**config.mk**
```make
export PLATFORM = sky130hd
export DESIGN_NAME = can_rx_router
export DESIGN_NICKNAME = d
export VERILOG_FILES = /design/src/rtl/can_rx_router.sv
export SDC_FILE = /design/constraint.sdc
export NUM_CORES = 1
export LEC_CHECK = 0
export BUFFER_PORTS_ARGS = -buffer_cell sky130_fd_sc_hd__buf_2
export CORE_AREA = 5 5 110 112
export CTS_CLUSTER_DIAMETER = 30
export DETAILED_ROUTE_END_ITERATION = 8
export DIE_AREA = 0 0 115 117
export GPL_ROUTABILITY_DRIVEN = 0
export PLACE_DENSITY = 0.73
export SLEW_MARGIN = 30
export SYNTH_ARGS = -nofsm -noshare
export SYNTH_HDL_FRONTEND = slang
export SYNTH_SLANG_ARGS = --single-unit
```
**constraint.sdc**
```tcl
create_clock -name clk -period 1.9 [get_ports clk]
set_clock_uncertainty 0.1 [all_clocks]
set_input_delay 0.285 -clock clk [delete_from_list [all_inputs] [get_ports clk]]
set_output_delay 0.285 -clock clk [all_outputs]
set_load 0.01 [all_outputs]
```
**src/rtl/can_rx_router.sv**
```systemverilog
module can_rx_router #(
  parameter int IW  = 29,
  parameter int XW  = 18,
  parameter int NF0 = 2,
  parameter int NF  = 6
) (
  input  logic                  clk,
  input  logic                  rst_n,
  input  logic                  msg_valid,
  input  logic                  msg_ok,
  input  logic [IW-1:0]         msg_id,
  input  logic                  msg_ext,
  input  logic                  listen_only,
  input  logic                  rollover_en,
  input  logic [IW-1:0]         mask0,
  input  logic [IW-1:0]         mask1,
  input  logic [NF*IW-1:0]      flt_id,
  input  logic [NF-1:0]         flt_ext,
  input  logic [1:0]            pin_func,
  input  logic [1:0]            pin_en,
  input  logic [1:0]            clr_full,
  input  logic [1:0]            clr_ovf,
  output logic                  store_stb,
  output logic                  store_sel,
  output logic [$clog2(NF)-1:0] hit_flt,
  output logic                  err_frame,
  output logic [1:0]            full,
  output logic [1:0]            ovf,
  output logic [1:0]            full_n
);
  localparam int HW = $clog2(NF);
  localparam logic [IW-1:0] STD_CARE = {{(IW-XW){1'b1}}, {XW{1'b0}}};
  localparam logic [IW-1:0] EXT_CARE = STD_CARE | {{(IW-XW+2){1'b0}}, {(XW-2){1'b1}}};

  logic [IW-1:0] care;
  logic [NF-1:0] m;
  logic [HW-1:0] hit0, hit1, hsel;

  assign care = msg_ext ? EXT_CARE : STD_CARE;

  for (genvar i = 0; i < NF; i++) begin : g_flt
    localparam bit GRP0 = (i < NF0);
    assign m[i] = (msg_ext == flt_ext[i]) &&
                  ~|((msg_id ^ flt_id[i*IW +: IW]) & (GRP0 ? mask0 : mask1) & care);
  end

  always_comb begin
    hit0 = '0;
    for (int i = NF0-1; i >= 0; i--) if (m[i]) hit0 = HW'(i);
    hit1 = '0;
    for (int i = NF-1; i >= NF0; i--) if (m[i]) hit1 = HW'(i);
  end

  logic accept, a0, a1, roll, go0, go1, ov0, ov1;
  assign accept = msg_valid && (msg_ok || listen_only);
  assign a0     = accept && (listen_only || |m[NF0-1:0]);
  assign roll   = a0 && full[0] && rollover_en;
  assign a1     = roll || (accept && !a0 && |m[NF-1:NF0]);
  assign go0    = a0 && !full[0];
  assign go1    = a1 && !full[1];
  assign ov0    = a0 && full[0] && !rollover_en;
  assign ov1    = a1 && full[1];
  assign hsel   = listen_only ? '0 : (a0 ? hit0 : hit1);

  always_ff @(posedge clk or negedge rst_n) begin
    if (!rst_n) begin
      store_stb <= 1'b0;
      store_sel <= 1'b0;
      hit_flt   <= '0;
      err_frame <= 1'b0;
      full      <= '0;
      ovf       <= '0;
    end else begin
      store_stb <= go0 | go1;
      store_sel <= go1;
      if (go0 | go1) hit_flt <= hsel;
      err_frame <= msg_valid && !msg_ok && !listen_only;
      full      <= {go1, go0} | (full & ~clr_full);
      ovf       <= {ov1, ov0} | (ovf & ~clr_ovf);
    end
  end

  assign full_n = ~(full & pin_func & pin_en);

  p_err_no_store_r1: assert property (@(posedge clk) disable iff (!rst_n)
    err_frame |-> !store_stb);
  p_store0_empty_r2: assert property (@(posedge clk) disable iff (!rst_n)
    (store_stb && !store_sel) |-> !$past(full[0]));
  p_store1_empty_r5: assert property (@(posedge clk) disable iff (!rst_n)
    (store_stb && store_sel) |-> !$past(full[1]));
  p_no_overflow_r4: assert property (@(posedge clk) disable iff (!rst_n)
    $rose(ovf[0]) |-> ($past(full[0]) && !$past(rollover_en)));
  p_listen_quiet_r8: assert property (@(posedge clk) disable iff (!rst_n)
    err_frame |-> !$past(listen_only));
  p_pin_needs_full_r9: assert property (@(posedge clk) disable iff (!rst_n)
    !full_n[0] |-> full[0]);
  p_hit_range_r5: assert property (@(posedge clk) disable iff (!rst_n)
    store_stb |-> (hit_flt < HW'(NF)));
endmodule

```
-- Word level (Yosys, flattened, before mapping)
Cells that the tools add are included.
- bits of input ports: 282
- latch bits: 0
- RAM bits: 0
- output and inout bits: 12
- memory bits (read-only): 0
- flip-flop bits (word level): 10
- memories: 0
- word-level logic and storage cells: 90
- divide/modulo/power cells: 0
- bitwise gates (word level): 28
- mux-type cells: 9
- equality and inequality tests: 6
- reductions and logical operators: 41
- shifts and indexed selects: 0
- $mul: 0
- add/sub/neg operators: 0
- $lt $le $gt $ge: 0
- operator list (cell ; number):
    29-bit AND ; 12
    29-bit OR reduction ; 6
    29-bit bitwise XOR ; 6
    1-bit logical AND ; 18
    3-bit 2-to-1 mux ; 6
    16-bit 2-to-1 mux ; 1
    1-bit logical NOT ; 12
    2-bit AND ; 4
    1-bit == test ; 6
    2-bit inverter ; 3
    2-bit OR ; 2
    4-bit OR reduction ; 1
    1-bit logical OR ; 3
    1-bit 2-to-1 mux ; 2
    2-bit OR reduction ; 1
    1-bit OR ; 1

-- Depth between registers and ports, before layout
- word-level depth: 15
- gate-level depth with buffers: 10
- mapped depth without buffers: 9

-- Worst setup path before layout
Ideal clock, no wire load.
- kind: input port to flip-flop
- from: input msg_id[12]
- to: register hit_flt[0]
- data required time: 1675 ps
- arrival: 2024 ps
- library setup time: 125 ps
- setup slack: -349 ps
- path buffers: 1
- cell stages on the path: 10
- path through: buf_2 xor2_1 a22oi_1 nand4_1 a2111oi_2 o2111ai_1 nand2_2 o21bai_4 o21ai_4 mux2_4
- word-level cells in the longest chain between the ends: 15
- elaborated cells on any way between the ends: 57
- those cells by class: mux: 8; bitwise: 19; reduce/logical: 30
- RTL lines (what ; line ; RTL):
    start, declared ; 11 ; input logic [IW-1:0] msg_id,
    29-bit bitwise XOR ; 44 ; ~|((msg_id ^ flt_id[i*IW +: IW]) & (GRP0 ? mask0 : mask1) & care);
    29-bit AND (2 in series) ; 44 ;
    29-bit OR reduction ; 44 ;
    1-bit logical NOT ; 44 ;
    1-bit logical AND ; 43 ; assign m[i] = (msg_ext == flt_ext[i]) &&
    2-bit OR reduction ; 56 ; assign a0 = accept && (listen_only || |m[NF0-1:0]);
    1-bit logical OR ; 56 ;
    1-bit logical AND ; 56 ;
    1-bit logical NOT ; 58 ; assign a1 = roll || (accept && !a0 && |m[NF-1:NF0]);
    1-bit logical AND (2 in series) ; 58 ;
    1-bit logical OR ; 58 ;
    1-bit logical AND ; 60 ; assign go1 = a1 && !full[1];
    1-bit OR ; 76 ; if (go0 | go1) hit_flt <= hsel;
    end signal, assigned ; 76 ;
    end, declared ; 25 ; output logic [$clog2(NF)-1:0] hit_flt,
Parallel ways exist; a longest one is shown, timed or not.
A chain may end at the register's enable or synchronous reset.

-- Worst setup path in the final report
- from: input msg_id[1]
- to: register hit_flt[0]
The elaborated chain is that of the path after synthesis.

==> qor.csv <==
stage;metric;value;unit
logic_synthesis;synth_common_cells;xor2_1, a22oi_1, buf_2;
place;port_buffers;275;
setup_path;critPathRequiredTime;1.92;ns
logic_synthesis;synthMostInstantiatedCell;xor2_1;
drt;firstDrtPassIters;4;
place;hpwl;12900;µm
finish;final_area;5250;µm²
pwr;p_clk_share;20.1;%
timing;fin_crit_sh;120;%
setup_path;path_class;input port to flip-flop;
setup_path;max_stage_delay;0.31;ns
floorplan;fp.dieH;117;µm
grt;grt_busiest_layer;met2;
timing;fin_crit;2.27;ns
timing;relSlewSlack;65.0;%
status;violations;negative setup slack;
drt;via_per_inst;4.79;
logic_synthesis;ys_async_sr_fraction;100;%
drt;drtIter0Drc;162;
finish;fillCellCount;1133;
setup_path;worst-path-max-fanout;6;
setup_path;cp.depth;11;
setup_path;worst_setup_path_end_kind;flip-flop;
logic_synthesis;syn_area;2950;µm²
pwr;p_seq_share;13.0;%
setup_path;cp_cell_sequence;buf_6 -> xor2_1 -> a22oi_2 -> nand4_1 -> a2111oi_4 -> buf_4 -> o2111ai_4 -> nand2_2 -> o21bai_4 -> o21ai_4 -> mux2_4;
setup_path;reg2regPathDepth;4;
cts;cts_buffers;3;
hold_path;hold_path_class;input port to flip-flop;
timing;rsz0062_at_grt;true;
finish;area_growth;77.9;%
cts;clk-insertion-delay-late;0.23;ns
place;dpl.cell_count;808;
drt;routed_wl;14500;µm
pwr;p_sw_share;38.2;%
timing;fmax;440;MHz
logic_synthesis;synth_edf_count;0;
finish;final_cells;818;
pwr;peakVddDrop;0.329;mV
logic_synthesis;ys_warn_count;0;
cts;path_clk_slew;0.04;ns
setup_path;path_buf_inv;2;
status;status;finished, violations left;
grt;grt_use_met1;25.5;%
logic_synthesis;ys_seq_area_share;8.47;%
grt;grt_usage;19.3;%
grt;antenna_found_initial;1;
setup_path;slowest_stage;mux2_4;
floorplan;die_area;13500;µm²
finish;drive_gt1_share;56.2;%
timing;finalHoldViolCount;0;
floorplan;floorplan.initialDensity;26.5;%
logic_synthesis;syn-num-nets;637;
drt;antenna_left;0;
grt;grt_max_degree;11;
timing;setup_viol;8;
logic_synthesis;synth.avg_cell_area;8.32;µm²
drt;drc;0;
cts;cts-root-buf;clkbuf_16;
pwr;leakagePower;2.72;nW
grt;grt_pass1_wl;20300;µm
logic_synthesis;yosysTopAreaCell;xor2_1;
pwr;powerDensity;341;nW/µm²
logic_synthesis;synth.area.top_cells;xor2_1, a22oi_1, dfrtp_1;
pwr;p_int;1.11;mW
logic_synthesis;synth-main-ff-cell;dfrtp_1;
flow_run;drv_cap;0;
floorplan;pin_count;294;
pwr;power_frac_comb;66.9;%
grt;grt_pass1_vias;3943;
grt;use_met3;1.34;%
setup_path;cp_top_family;compound AO/OA/AOI/OAI gates;
cts;htreeDepth;1;
logic_synthesis;ys_types;39;
timing;holdWs;0.127;ns
place;dpl_cell_area;4830;µm²
logic_synthesis;ys_ff_latch;10;
cts;cts.path.max_buffers;2;
logic_synthesis;synth_top_area_share;48.1;%
setup_path;cp_data_arrival_time;2.29;ns
timing;worst_slack;-0.371;ns
timing;tightest_slew;0.525;ns
floorplan;core;11100;µm²
floorplan;rows;39;
timing;setup_tns;-1.84;ns
logic_synthesis;syn_inst;355;
timing;drv_slew;0;
hold_path;min_path_cells;2;
cts;cts_tree;done;
drt;post_drt_wl_per_cell;17.7;µm
drt;num_vias;3915;
pwr;power_switching;0.685;mW
grt;use_met2;34.5;%
cts;cts.sinks;10;
floorplan;die_x;115;µm
finish;final_util;47.2;%
grt;gr-total-overflow;0;
setup_path;start_kind;input port;
pwr;finalPower;1.79;mW
place;dp_slack;-0.826;ns
finish;nNetsFinal;958;
==> repair_timing <==
| item | 4_1_cts | 5_1_grt |
|---|---|---|
| endpoints found under the setup margin | 9 | 9 |
| endpoints found under the hold margin | 10 | 0 |
| resized for setup | 28 | 36 |
| hold buffers | 1 | 0 |
| setup buffers | 2 | 3 |
| pin swaps | 22 | 24 |
==> final timing paths <==
kind	slack (ns)	end	from
setup / recovery	-0.37	hit_flt[0]	msg_id[1]
max in group asynchronous	1.17	err_frame	rst_n
hold reg to reg	0.40	ovf[1]	ovf[1]
hold / removal	0.13	err_frame	msg_ok
min in group asynchronous	0.35	store_sel	rst_n
setup reg to reg	0.50	hit_flt[0]	full[0]
==> cell families after synthesis <==
| family | after synthesis | synth area share [%] |
|---|---|---|
| compound gates | 105 | 28.9 |
| flops | 10 | 8.47 |
| simple gates | 36 | 6.74 |
| buf+inv | 39 | 6.69 |
| xor+xnor | 162 | 48.1 |
| mux | 3 | 1.19 |
==> area by class of cell <==
cell class / instances / area (µm²) / area share (%)
Antenna cell: 1 / 2.50 / 0.0476
Tap cell: 143 / 179 / 3.41
Clock buffer: 3 / 75.1 / 1.43
Multi-Input combinational cell: 306 / 2740 / 52.2
Sequential cell: 10 / 250 / 4.76
Inverter: 12 / 45.0 / 0.858
Timing Repair Buffer: 343 / 1960 / 37.3
==> power by group through the flow <==
| stage | combinational (mW) | clock, mW | sequential [mW] |
|---|---|---|---|
| floorplan | 0.522 | 0 | 0.240 |
| global placement | 1.08 | 0 | 0.236 |
| detailed placement | 1.09 | 0 | 0.236 |
| CTS | 1.15 | 0.367 | 0.233 |
| global route | 1.30 | 0.377 | 0.235 |
| finish | 1.20 | 0.361 | 0.233 |
==> flip-flops by register name, summed over array words and instances, names as in the netlist <==
| register | count |
|---|---|
| ovf | 2 |
| full | 2 |
| store_stb | 1 |
| hit_flt | 3 |
| err_frame | 1 |
| store_sel | 1 |
==> metal layers <==
layer | part of all wire (%) | up-vias
li1 | - | 1929
met1 | 41 | 1788
met2 | 51 | 181
met3 | 6.5 | 17
met4 | 1.5 | 0
met5 | 0 | -
==> layout by cell type, fill, tap and decap left out, drive strengths merged <==
master / n
buf: 341
xor2: 162
a22oi: 42
a22o: 16
a221oi: 15
nand2: 13
inv: 12
dfrtp: 10
nand4: 8
a21oi: 6
nand3: 6
o21ai: 5
a2111oi: 4
o2111ai: 4
clkbuf: 4
a222oi: 2
o32ai: 2
mux2i: 2
and4: 2
nor2b: 2
nand2b: 2
diode: 1
o31ai: 1
a41oi: 1
o21a: 1
a31oi: 1
nor3: 1
o21bai: 1
o211ai: 1
nor3b: 1
a21o: 1
a32o: 1
mux2: 1
and3b: 1
o2bb2ai: 1
dlygate4sd3: 1
Power figures use the tool's default switching activity.
